`src/rtl/tdm8_rx_pkg.sv`:
```
package tdm8_rx_pkg;
  localparam int unsigned DEF_SLOT_BITS = 32;
  localparam int unsigned DEF_SLOTS     = 8;

  // Which fclk transition opens a frame
  typedef enum logic {
    FS_RISE_OPENS = 1'b0,
    FS_FALL_OPENS = 1'b1
  } fs_edge_e;
endpackage

```
`src/rtl/tdm8_rx_edge.sv`:
```
// Frame-edge detector: finds the opening transition of fclk and aligns the
// start event with the first data bit according to the delay setting.
module tdm8_rx_edge
  import tdm8_rx_pkg::*;
(
  input  logic clk,
  input  logic rst_n,
  input  logic fclk,
  input  logic invert,
  input  logic zero_delay,
  output logic start
);
  fs_edge_e sel;
  logic     open_level;
  logic     fs_q;
  logic     prime_q;
  logic     edge_now;
  logic     edge_q;

  assign sel        = fs_edge_e'(invert);
  assign open_level = (sel == FS_RISE_OPENS);
  // Only a change toward the opening level counts; the other direction is dropped
  assign edge_now   = prime_q && (fclk != fs_q) && (fclk == open_level);

  always_ff @(posedge clk or negedge rst_n) begin
    if (!rst_n) begin
      fs_q    <= 1'b0;
      prime_q <= 1'b0;
      edge_q  <= 1'b0;
    end else begin
      fs_q    <= fclk;
      prime_q <= 1'b1;
      edge_q  <= edge_now;
    end
  end

  // Delaying the start event, not the data, gives the one-bit offset
  assign start = zero_delay ? edge_now : edge_q;
endmodule

```
`src/rtl/tdm8_rx_framer.sv`:
```
// Frame position tracker: bit index within the frame, lock state and
// misalignment detection.
module tdm8_rx_framer #(
  parameter int unsigned FRAME_BITS = 256,
  localparam int unsigned POS_W     = $clog2(FRAME_BITS)
) (
  input  logic             clk,
  input  logic             rst_n,
  input  logic             start,
  output logic             capture,
  output logic [POS_W-1:0] idx,
  output logic             misalign
);
  logic [POS_W-1:0] pos_q;
  logic             synced_q;
  logic             early;
  logic             missed;

  // pos_q is the index of the bit expected this cycle; 0 while locked means
  // a full frame has been taken and the next opening edge is due now
  assign early    = start && synced_q && (pos_q != '0);
  assign missed   = !start && synced_q && (pos_q == '0);
  assign capture  = start || (synced_q && (pos_q != '0));
  assign idx      = start ? '0 : pos_q;
  assign misalign = early || missed;

  always_ff @(posedge clk or negedge rst_n) begin
    if (!rst_n) begin
      pos_q    <= '0;
      synced_q <= 1'b0;
    end else begin
      if (capture) begin
        pos_q    <= idx + POS_W'(1);
        synced_q <= 1'b1;
      end else if (missed) begin
        synced_q <= 1'b0;
      end
    end
  end
endmodule

```
`src/rtl/tdm8_rx_slots.sv`:
```
// Slot assembler: one shared shifter, a holding word for every slot but the
// last, and the parallel output registers.
module tdm8_rx_slots #(
  parameter int unsigned SLOT_BITS = 32,
  parameter int unsigned SLOTS     = 8,
  localparam int unsigned BIT_W    = $clog2(SLOT_BITS),
  localparam int unsigned SLOT_W   = $clog2(SLOTS),
  localparam int unsigned POS_W    = BIT_W + SLOT_W,
  localparam int unsigned BUS_W    = SLOT_BITS * SLOTS
) (
  input  logic             clk,
  input  logic             rst_n,
  input  logic             capture,
  input  logic [POS_W-1:0] idx,
  input  logic             sdin,
  input  logic             misalign,
  output logic [BUS_W-1:0] slot_data,
  output logic             frame_valid,
  output logic             frame_misalign
);
  logic [SLOT_BITS-1:0] shreg_q;
  logic [SLOT_BITS-1:0] word_now;
  logic [SLOT_W-1:0]    slot_id;
  logic                 slot_end;
  logic                 frame_end;
  logic [BUS_W-1:0]     frame_word;
  logic [BUS_W-1:0]     data_q;
  logic                 valid_q;
  logic                 mis_q;

  assign word_now  = {shreg_q[SLOT_BITS-2:0], sdin};
  assign slot_id   = idx[BIT_W +: SLOT_W];
  assign slot_end  = capture && (idx[BIT_W-1:0] == BIT_W'(SLOT_BITS - 1));
  assign frame_end = slot_end && (slot_id == SLOT_W'(SLOTS - 1));

  always_ff @(posedge clk or negedge rst_n) begin
    if (!rst_n) shreg_q <= '0;
    else if (capture) shreg_q <= word_now;
  end

  for (genvar g = 0; g < SLOTS - 1; g++) begin : g_hold
    logic [SLOT_BITS-1:0] held_q;
    always_ff @(posedge clk or negedge rst_n) begin
      if (!rst_n) held_q <= '0;
      else if (slot_end && (slot_id == SLOT_W'(g))) held_q <= word_now;
    end
    assign frame_word[g*SLOT_BITS +: SLOT_BITS] = held_q;
  end
  // The last slot goes straight from the shifter to the output
  assign frame_word[(SLOTS-1)*SLOT_BITS +: SLOT_BITS] = word_now;

  always_ff @(posedge clk or negedge rst_n) begin
    if (!rst_n) begin
      data_q  <= '0;
      valid_q <= 1'b0;
      mis_q   <= 1'b0;
    end else begin
      if (frame_end) data_q <= frame_word;
      valid_q <= frame_end;
      mis_q   <= misalign;
    end
  end

  assign slot_data      = data_q;
  assign frame_valid    = valid_q;
  assign frame_misalign = mis_q;
endmodule

```
`src/rtl/tdm8_slave_rx.sv`:
```
module tdm8_slave_rx
  import tdm8_rx_pkg::*;
#(
  parameter int unsigned SLOT_BITS = DEF_SLOT_BITS,
  parameter int unsigned SLOTS     = DEF_SLOTS,
  localparam int unsigned FRAME_BITS = SLOT_BITS * SLOTS,
  localparam int unsigned POS_W      = $clog2(FRAME_BITS)
) (
  input  logic                  bclk,
  input  logic                  rst_n,
  input  logic                  fclk,
  input  logic                  sdin,
  input  logic                  cfg_fs_invert,
  input  logic                  cfg_zero_delay,
  output logic [FRAME_BITS-1:0] slot_data,
  output logic                  frame_valid,
  output logic                  frame_misalign
);
  logic             start;
  logic             capture;
  logic [POS_W-1:0] idx;
  logic             misalign;

  tdm8_rx_edge u_edge (
    .clk        (bclk),
    .rst_n      (rst_n),
    .fclk       (fclk),
    .invert     (cfg_fs_invert),
    .zero_delay (cfg_zero_delay),
    .start      (start)
  );

  tdm8_rx_framer #(.FRAME_BITS(FRAME_BITS)) u_framer (
    .clk      (bclk),
    .rst_n    (rst_n),
    .start    (start),
    .capture  (capture),
    .idx      (idx),
    .misalign (misalign)
  );

  tdm8_rx_slots #(.SLOT_BITS(SLOT_BITS), .SLOTS(SLOTS)) u_slots (
    .clk            (bclk),
    .rst_n          (rst_n),
    .capture        (capture),
    .idx            (idx),
    .sdin           (sdin),
    .misalign       (misalign),
    .slot_data      (slot_data),
    .frame_valid    (frame_valid),
    .frame_misalign (frame_misalign)
  );
endmodule

```
`config.mk`:
```
export PLATFORM = sky130hd
export DESIGN_NAME = tdm8_slave_rx
export DESIGN_NICKNAME = d
export VERILOG_FILES = /design/src/rtl/tdm8_rx_pkg.sv /design/src/rtl/tdm8_rx_edge.sv /design/src/rtl/tdm8_rx_framer.sv /design/src/rtl/tdm8_rx_slots.sv /design/src/rtl/tdm8_slave_rx.sv
export SDC_FILE = /design/constraint.sdc
export NUM_CORES = 1
export LEC_CHECK = 0
export BUFFER_PORTS_ARGS = -buffer_cell sky130_fd_sc_hd__buf_2
export CAP_MARGIN = 0
export CORE_UTILIZATION = 58
export DETAILED_ROUTE_END_ITERATION = 8
export GPL_TIMING_DRIVEN = 0
export PLACE_DENSITY = 0.79
export SYNTH_ARGS = -nofsm -noshare
export SYNTH_HDL_FRONTEND = slang
export SYNTH_SLANG_ARGS = --single-unit
```
`constraint.sdc`:
```
create_clock -name bclk -period 3.6 [get_ports bclk]
set_input_delay 0.36 -clock bclk [delete_from_list [all_inputs] [get_ports bclk]]
set_output_delay 0.36 -clock bclk [all_outputs]
set_load 0.02 [all_outputs]
```
==> impl_metrics.ini, run 1 <==
[cts]
cts-buffers-inserted = 51
root_buffer = clkbuf_16
htreeDepth = 2
cts_tree = yes
clock-sinks = 525
path_clk_slew_ps = 60
clk_path_buf_depth = 3
clock_latency_ps = 580

[placement]
gp_congestion = 0.7841
hpwl_um = 29770
place_area_um2 = 22770
port_buffers = 263

[die]
coreArea_um2 = 34880
ios = 264
start_util = 0.5952
fp.dieW_um = 191.2
placementRows = 68
die_area_um2 = 36560
die_h_um = 191.2

[global_route]
grt_pass1_wl_um = 70800
grt-ovfl-total = 0
antenna_found_initial = 0
met1_usage = 0.3440
grtUsageMet2 = 0.4174
grt_start_max_net_pins = 129
top_usage_layer = met2
grt.total_usage = 0.2578
first_global_vias = 11890
grt_use_met3 = 0.06462

[synthesis]
synth_nets = 1200
synth-main-ff-cell = dfrtp_1
syn_area_per_cell_um2 = 17.42
synth-warning-count = 0
synth_edf_count = 0
syn_inst = 1192
synth-seq-area-share = 0.6327
yosys_register_bits = 525
netlist_area_um2 = 20760
synth_cell_types = 36
postSynth.asyncResetShare = 1.000

[layout]
postLayoutCellArea_um2 = 24610
synthToLayoutAreaGrowth_pct = 18.51
final_cell_mix = dfrtp_1, buf_2, mux2_2
final_common_cell = dfrtp_1
n_antenna_cell = 0
drive_gt1_frac = 0.5801
final_core_utilization = 0.7054
nets = 1517

[route]
detail-route-antenna-nets = 0
routedWlPerCell_um = 22.85
first_iter_violations = 516
drc = 0
vias_per_cell = 5.506
first_pass_iters = 4
num_vias = 11030
drt_wl_total_um = 45760

[job]
drv_cap = 0

[timing]
hold_slack_ps = 142.7
hold_viol_final = 0
drv_slew = 0
min_period_ps = 3499
slew_headroom = 0.4248
setup_viol = 0
finalCritPeriodShare = 0.9719
timing.fmax_mhz = 285.8
rsz0062_at_grt = yes
worstMarginPinSlew_ps = 862.7
fin_skew_ps = 11.48

[hold_path]
hold_path.class = primary input to register

[critical_path]
worstReg2RegEnd = u_slots.slot_data[229]
reg2reg_depth = 13
max_stage_delay_ps = 440
crit_required_ps = 4060
critPathCapture = u_slots.slot_data[229]
endpoint_kind = register
r2r-start = u_edge.fs_q
critical_path_class = register to register
critPathMostFrequentCell = and3_1
cp_max_fo = 10
cp_cell_sequence = or3b_4, a21o_4, and3_1, ha_1, and3_1, and3_1, ha_1, nand3_1, or4_1, buf_2, buf_6, buf_6, mux2_4
cp.arrival_ps = 3960
r2r_slack_ps = 100
cp_slowest_cell = or3b_4
critPathLaunchType = register
critPathLaunch = u_edge.fs_q

[power]
ir_drop_mv = 0.4304
cellPowerDensity_nw_per_um2 = 543.8
power_mw = 13.38
power.leakage_nw = 13.98

[status]
status = finished, final reports clean
[timing repair]
action / CTS / global route
pin swaps: 1 / 1
hold buffers: 2 / 0
gates resized for setup: 13 / 22
hold endpoints to repair: 113 / 0
setup endpoints to repair: 197 / 459
buffers inserted: 1 / 0
[per-stage QoR]
| stage | cells | setup WS [ps] | setup TNS, ps |
|---|---|---|---|
| global placement | 1910 | -8072 | -4225300 |
| detailed placement | 1914 | -281.6 | -24770 |
| CTS | 2008 | -90.13 | -2264 |
| global route | 2003 | -14.09 | -112.8 |
| floorplan | 1192 | 351.0 | 0 |
| finish | 2003 | 101.1 | 0 |
[how the worst min path moves through the flow]
stage | startpoint | endpoint | slack [ps] | depth (start not counted)
after floorplan | rst_n | u_edge.edge_q | 60 | 0
after global placement | u_slots.g_hold[0].held_q[5] | u_slots.g_hold[0].held_q[5] | 470 | 1
after detailed placement | u_slots.g_hold[0].held_q[5] | u_slots.g_hold[0].held_q[5] | 480 | 1
after CTS | cfg_fs_invert | u_edge.edge_q | 170 | 3
after global routing | cfg_fs_invert | u_edge.edge_q | 140 | 3
final | cfg_fs_invert | u_edge.edge_q | 140 | 3
[layout make-up]
type,count,area [um2]
buffer,84,643.1
clock buffer,84,1583
clock inverter,8,140.1
fill,2294,10280
inverter,2,7.507
multi-input combinational,575,7062
sequential,525,13140
tap,455,569.3
timing repair buffer,270,1464
[power breakdown]
group / switching (mW) / internal (mW)
clock: 2.20 / 3.27
sequential: 0.141 / 6.19
combinational: 1.05 / 0.533
total: 3.38 / 10.0
[cells by family (layout without fill, tap and decap cells)]
logic type               count (synthesis)  in the layout  share of synthesized area
AND/OR/NAND/NOR                         44             44                    0.01193
buffers and inverters                   92            448                    0.02766
AO/OA/AOI/OAI                            9              9                   0.004099
other                                    1              1                  0.0001806
flip-flops                             525            525                     0.6327
XOR/XNOR                                 5              5                   0.002109
adder cells (fa/ha/maj)                  2              2                   0.001205
multiplexers                           514            514                     0.3201
[cells in the mapped netlist, types with 2 or more instances]
| cell | count | share of area |
|---|---|---|
| nand3_1 | 2 | 0.00048 |
| mux2_2 | 267 | 0.14 |
| nand2_1 | 7 | 0.0013 |
| buf_2 | 27 | 0.0065 |
| or4_1 | 7 | 0.0025 |
| a22o_1 | 2 | 0.00084 |
| inv_1 | 2 | 0.00036 |
| clkbuf_1 | 7 | 0.0013 |
| nand4_1 | 3 | 0.00090 |
| xnor2_1 | 2 | 0.00084 |
| nor4_1 | 2 | 0.00060 |
| nor2_1 | 8 | 0.0014 |
| nand2b_1 | 3 | 0.00090 |
| nand3b_1 | 2 | 0.00072 |
| buf_1 | 30 | 0.0054 |
| mux2_1 | 17 | 0.0092 |
| buf_6 | 26 | 0.014 |
| xor2_1 | 3 | 0.0013 |
| and3_1 | 5 | 0.0015 |
| dfrtp_1 | 525 | 0.63 |
| ha_1 | 2 | 0.0012 |
| mux2_4 | 229 | 0.17 |
[sequential cells by signal, indices dropped and copies added, names as in the netlist]
name and count:
u_framer.synced_q 1, u_edge.prime_q 1, u_slots.slot_data 256, u_slots.frame_misalign 1, u_slots.g_hold.held_q 224, u_slots.frame_valid 1
u_edge.fs_q 1, u_slots.shreg_q 31, u_edge.edge_q 1, u_framer.pos_q 8
[critical path, delay by kind of cell (launching register included)]
family / cells / cell delay [ps]
flops: 1 / 390
buf+inv: 3 / 650
simple gates: 6 / 1310
mux: 1 / 320
fa+ha+maj: 2 / 470
compound gates: 1 / 240
[per-layer routing]
metal / up-vias / share of wire
met2: 268 / 0.48
met1: 5864 / 0.43
met4: 0 / 0.029
met5: - / 0
met3: 90 / 0.054
li1: 4806 / -
Note: power is estimated with default switching activity, not from simulation.
==> inputs of run 2 (changes only) <==
- CORE_MARGIN: unset -> 2
- CTS_CLUSTER_SIZE: unset -> 14
==> run 2 against run 1 <==
  * Non-clock buffer count grew 3
  * Cell area shrank 0.42%
  * Critical path type unchanged
  * First-iteration DRC count grew 11%
==> impl_metrics.ini, run 2 (same netlist as run 1, synthesis figures left out) <==
[status]
status = finished, final reports clean

[critical_path]
crit_buf_inv = 2
critical_path_class = register to register
critPathLaunchType = register
max_stage_delay_ps = 470
cp_top_family = simple AND/OR/NAND/NOR gates
cp_slowest_cell = or3b_1
crit_required_ps = 4060
cp.arrival_ps = 3960
endpoint_kind = register
cp_cell_sequence = or3b_1, a21o_1, and3_1, ha_1, and3_1, and3_1, ha_1, nand3_2, or4_1, clkbuf_1, buf_4, mux2_2
critPathMostFrequentCell = and3_1
cp_max_fo = 10

[timing]
worstMarginPinSlew_ps = 714.6
slew_headroom = 0.5236
drv_slew = 0
hold_viol_final = 0
fin_skew_ps = 16.96
setup_viol = 0
min_period_ps = 3502
final.setup.tns_ps = 0
finalCritPeriodShare = 0.9728
hold_slack_ps = 217.8
timing.fmax_mhz = 285.5

[route]
first_pass_iters = 4
num_vias = 10970
routedWlPerCell_um = 22.58
drt_wl_total_um = 45410
first_iter_violations = 571
vias_per_cell = 5.455
detail-route-antenna-nets = 0
drc = 0

[layout]
synthToLayoutAreaGrowth_pct = 18.01
largest_reg_flops = 256
drive_gt1_frac = 0.5794
final_common_cell = dfrtp_1
fillCellCount = 2334
regArea_um2 = 13140
final_cell_mix = dfrtp_1, buf_2, mux2_2
final_core_utilization = 0.6923
multiInputGateArea_um2 = 7061
nets = 1521
postLayoutCellArea_um2 = 24500
n_antenna_cell = 0

[die]
placementRows = 69
die_area_um2 = 37330
ios = 264
fp.dieW_um = 193.2
die_h_um = 193.2
start_util = 0.5866
coreArea_um2 = 35400

[cts]
path_clk_slew_ps = 60
clock_latency_ps = 590
root_buffer = clkbuf_16
cts_tree = yes
clock-sinks = 525
clk_path_buf_depth = 3
htreeDepth = 2
cts-buffers-inserted = 52

[global_route]
grt-ovfl-total = 0
first_global_vias = 11750
grt.total_usage = 0.2487
antenna_found_initial = 0
grt_start_max_net_pins = 131
grt_pass1_wl_um = 71290

[power]
clock_power_share = 0.400
power.leakage_nw = 13.93
p_switching_mw = 3.374
power_mw = 13.16
cellPowerDensity_nw_per_um2 = 537.2
seqPwrFrac = 0.481
netSwitchingFraction = 0.2564
ir_drop_mv = 0.6549
p_comb_frac = 0.119
p_int_mw = 9.788

[job]
drv_cap = 0

[placement]
gp_congestion = 0.7724
place_area_um2 = 22780
hpwl_um = 29860
port_buffers = 263

[hold_path]
hold_path.class = primary input to register
## run 2: area by class of cell
class | instances | area share
plain buffers | 86 | 0.02477
well taps | 461 | 0.02354
repair buffers | 271 | 0.06005
clock buffers | 77 | 0.06066
flip-flops and latches | 525 | 0.5362
clock inverters | 14 | 0.006383
inverters | 2 | 0.0003064
multi-input cells | 575 | 0.2881
## run 2: final timing paths
check / from / endpoint / slack (ps) / cells after the start
max: u_edge.fs_q / u_slots.g_hold[5].held_q[16] / 100 / 12
min: cfg_fs_invert / u_edge.edge_q / 220 / 3
max reg2reg: u_edge.fs_q / u_slots.g_hold[5].held_q[16] / 100 / 12
min reg2reg: u_slots.g_hold[5].held_q[29] / u_slots.g_hold[5].held_q[29] / 490 / 1
max in group asynchronous: rst_n / u_slots.slot_data[113] / 1290 / 5
min in group asynchronous: rst_n / u_slots.g_hold[5].held_q[28] / 350 / 2
## run 2: through the flow
step / worst slack (ps) / instances
finish: 97.84 / 2011
global route: -21.62 / 2011
CTS: -77.42 / 2012
detailed placement: -332.2 / 1920
global placement: -8128 / 1916
floorplan: 351.0 / 1192
## run 2: metal layers
metal | routed length [um] | global-route usage | share of wire
met5 | 0 | 0 | 0
met4 | 1067 | 0.07436 | 0.023
met3 | 2713 | 0.05631 | 0.060
met2 | 22150 | 0.4048 | 0.49
met1 | 19480 | 0.3380 | 0.43
## run 2: worst reg2reg max path, stage by stage (launching register included)
cell and delay (ps):
dfrtp_1 390, or3b_1 470, a21o_1 220, and3_1 190
ha_1 230, and3_1 210, and3_1 180, ha_1 240
nand3_2 120, or4_1 120, clkbuf_1 320, buf_4 310
mux2_2 370
## run 2: power groups by stage
stage / Sequential, mW / Combinational [mW] / Clock [mW]
floorplan: 6.40 / 0.949 / 0
global placement: 6.43 / 1.54 / 0
detailed placement: 6.44 / 1.59 / 0
CTS: 6.33 / 1.61 / 5.35
global route: 6.36 / 1.73 / 5.60
finish: 6.33 / 1.57 / 5.26
## run 2: repair_timing
item,CTS,global route
gates resized for setup,9,17
hold buffers,2,0
endpoints found under the setup margin,171,453
pin swaps,1,1
endpoints found under the hold margin,85,0
buffers inserted,1,1
==> inputs of run 3 (changes only) <==
- ABC_AREA: unset -> 1
- SYNTH_HIERARCHICAL: unset -> 1
==> run 3 against run 2 <==
  * Sequential share of layout area fell by 1.9 points
  * Combinational power rose by 87%
  * Die area rose by 4.5%
  * Utilization fell by 0.18 points
==> impl_metrics.ini, run 3 <==
[status]
status = finished, final reports clean

[die]
die_area_um2 = 39010
die_h_um = 197.5
placementRows = 70
coreArea_um2 = 36790
start_util = 0.5904
ios = 264
fp.dieW_um = 197.5

[synthesis]
ys_top_cells_by_area = dfrtp_1, nand2_1, nand4_1
synth_nets = 2414
syn_inst = 2407
syn_area_per_cell_um2 = 9.023
yosys_register_bits = 525
netlist_area_um2 = 21720
synth_top_area_frac = 0.6049
synth-seq-area-share = 0.6049
synthTopCellsByCount = nand2_1, dfrtp_1, nand4_1, clkbuf_1, buf_2
synth_edf_count = 0
postSynth.asyncResetShare = 1.000
synth-warning-count = 6
synth_most_common_cell = nand2_1
synth-main-ff-cell = dfrtp_1
synth_cell_types = 27
yosys.area.top_type = dfrtp_1

[layout]
largest_reg_flops = 256
synthToLayoutAreaGrowth_pct = 16.95
nets = 2735
fillCellCount = 2847
regArea_um2 = 13140
n_antenna_cell = 0
final_core_utilization = 0.6905
drive_gt1_frac = 0.1649
multiInputGateArea_um2 = 7382
final_common_cell = nand2_1
final_cell_mix = nand2_1, dfrtp_1, nand4_1

[global_route]
grt_start_max_net_pins = 134
grt.total_usage = 0.3447
antenna_found_initial = 1
grt_pass1_wl_um = 102600
first_global_vias = 18490
grt-ovfl-total = 0

[critical_path]
critical_path_class = primary input to register
r2r_slack_ps = 610
cp.arrival_ps = 3600
reg2reg_depth = 14
crit_required_ps = 4140
critPathLaunchType = primary input
endpoint_kind = register
worstReg2RegEnd = u_slots/slot_data[180]
r2r-start = u_edge/fs_q
cp_max_fo = 10

[power]
ir_drop_mv = 0.3614
p_switching_mw = 4.844
clock_power_share = 0.364
p_comb_frac = 0.203
p_int_mw = 9.585
netSwitchingFraction = 0.3357
cellPowerDensity_nw_per_um2 = 568.1
seqPwrFrac = 0.433
power.leakage_nw = 14.65

[route]
vias_per_cell = 5.987
drc = 0
first_iter_violations = 2459
num_vias = 19360
drt_wl_total_um = 66550
routedWlPerCell_um = 20.58
first_pass_iters = 5
detail-route-antenna-nets = 0

[cts]
htreeDepth = 2
ctsResizeCount = 0
path_clk_slew_ps = 60
cts_tree = yes
clock_latency_ps = 600
cts-buffers-inserted = 51
clock-sinks = 525
root_buffer = clkbuf_16
clk_path_buf_depth = 3

[timing]
drv_slew = 0
timing.fmax_mhz = 326.3
rsz0062_at_grt = no
fin_skew_ps = 18.55
setup_viol = 0
finalCritPeriodShare = 0.8512
worstMarginPinSlew_ps = 1253
min_period_ps = 3064
hold_viol_final = 0
slew_headroom = 0.1649
fin_ws_ps = 535.6

[hold_path]
hold_path.class = primary input to register
hold_end = u_edge/edge_q
min_from = cfg_fs_invert
whs_path_depth = 3

[placement]
hpwl_um = 44610
gp_congestion = 0.9157
pre_cts_ws_ps = 575.5
port_buffers = 262

[job]
drv_cap = 0
==> run 3: cell count changes after synthesis, sizes merged, moves of 20 or more <==
cell	change
clkbuf	+134
buf	+22
nor2	+28
nand2	+1015
nand4	+479
mux2	-512
nand3	+20
inv	+32
==> run 3: cells by family (layout without fill, tap and decap cells) <==
family,after synthesis,in the layout,share of synthesized area
AOI/OAI and AO/OA,33,33,0.008296
buffers and inverters,280,639,0.05519
and+or+nand+nor,1563,1563,0.3291
muxes,1,1,0.0005185
DFF,525,525,0.6049
adders and majority gates,1,1,0.0005760
other,1,1,0.0001727
xor gates and xnor gates,3,3,0.001210
==> run 3: layout make-up <==
| class | instances | share of cell area |
|---|---|---|
| Inverter | 34 | 0.005123 |
| Sequential cell | 525 | 0.5172 |
| Timing Repair Buffer | 268 | 0.05714 |
| Multi-Input combinational cell | 1602 | 0.2906 |
| Buffer | 246 | 0.04207 |
| Clock buffer | 74 | 0.05877 |
| Tap cell | 468 | 0.02305 |
| Clock inverter | 17 | 0.005961 |
==> run 3: worst max-delay path by stage <==
stage	startpoint	to	slack [ps]	depth (start not counted)
final	fclk	u_slots/slot_data[180]	540	15
after global routing	fclk	u_slots/slot_data[195]	440	15
after CTS	fclk	u_slots/slot_data[195]	650	15
after detailed placement	fclk	u_slots/slot_data[195]	580	14
after global placement	rst_n	u_slots/slot_data[80]	-7900	1
after floorplan	u_edge/fs_q	u_slots/slot_data[226]	1550	16
==> run 3: critical path, cell delays in order <==
cell,delay (ps)
dlygate4sd3_1,530
buf_2,140
nand2_1,60
nand2_1,60
nand4_1,90
nand2_1,250
inv_4,210
nand2_1,90
inv_1,170
inv_2,90
nor2_4,170
buf_1,740
buf_2,370
nand4_1,170
nand2_1,110
==> run 3: power groups by stage <==
stage               clock network, mW  logic [mW]  registers [mW]
detailed placement                  0        2.74            6.34
CTS                              5.31        2.76            6.24
floorplan                           0        1.41            6.33
global route                     5.54        3.00            6.26
finish                           5.26        2.93            6.24
global placement                    0        2.64            6.34
==> run 3: routing by layer <==
| layer | vias to the layer above | share of wire | track usage |
|---|---|---|---|
| met4 | 2 | 0.048 | 0.1724 |
| met2 | 1054 | 0.45 | 0.5278 |
| met5 | - | 0.00017 | 0 |
| met3 | 213 | 0.11 | 0.08212 |
| li1 | 8750 | - | - |
| met1 | 9342 | 0.39 | 0.4651 |
==> run 3: through the flow <==
stage / area, um2 / hold WS [ps] / total power [mW] / TNS, ps / cells
2_1_floorplan: 21720 / 64.41 / 7.745 / 0 / 2407
3_3_place_gp: 23620 / 448.9 / 8.984 / -4129980 / 3137
3_5_place_dp: 23740 / 282.4 / 9.080 / 0 / 3141
4_1_cts: 25400 / 77.68 / 14.31 / 0 / 3234
5_1_grt: 25400 / 103.6 / 14.80 / 0 / 3234
6_report: 25400 / 84.38 / 14.43 / 0 / 3234
==> run 3: what timing repair did <==
action                                 CTS  global route
endpoints found under the hold margin   42             0
buffers inserted                         0             0
setup endpoints to repair                0             0
hold buffers                             2             0
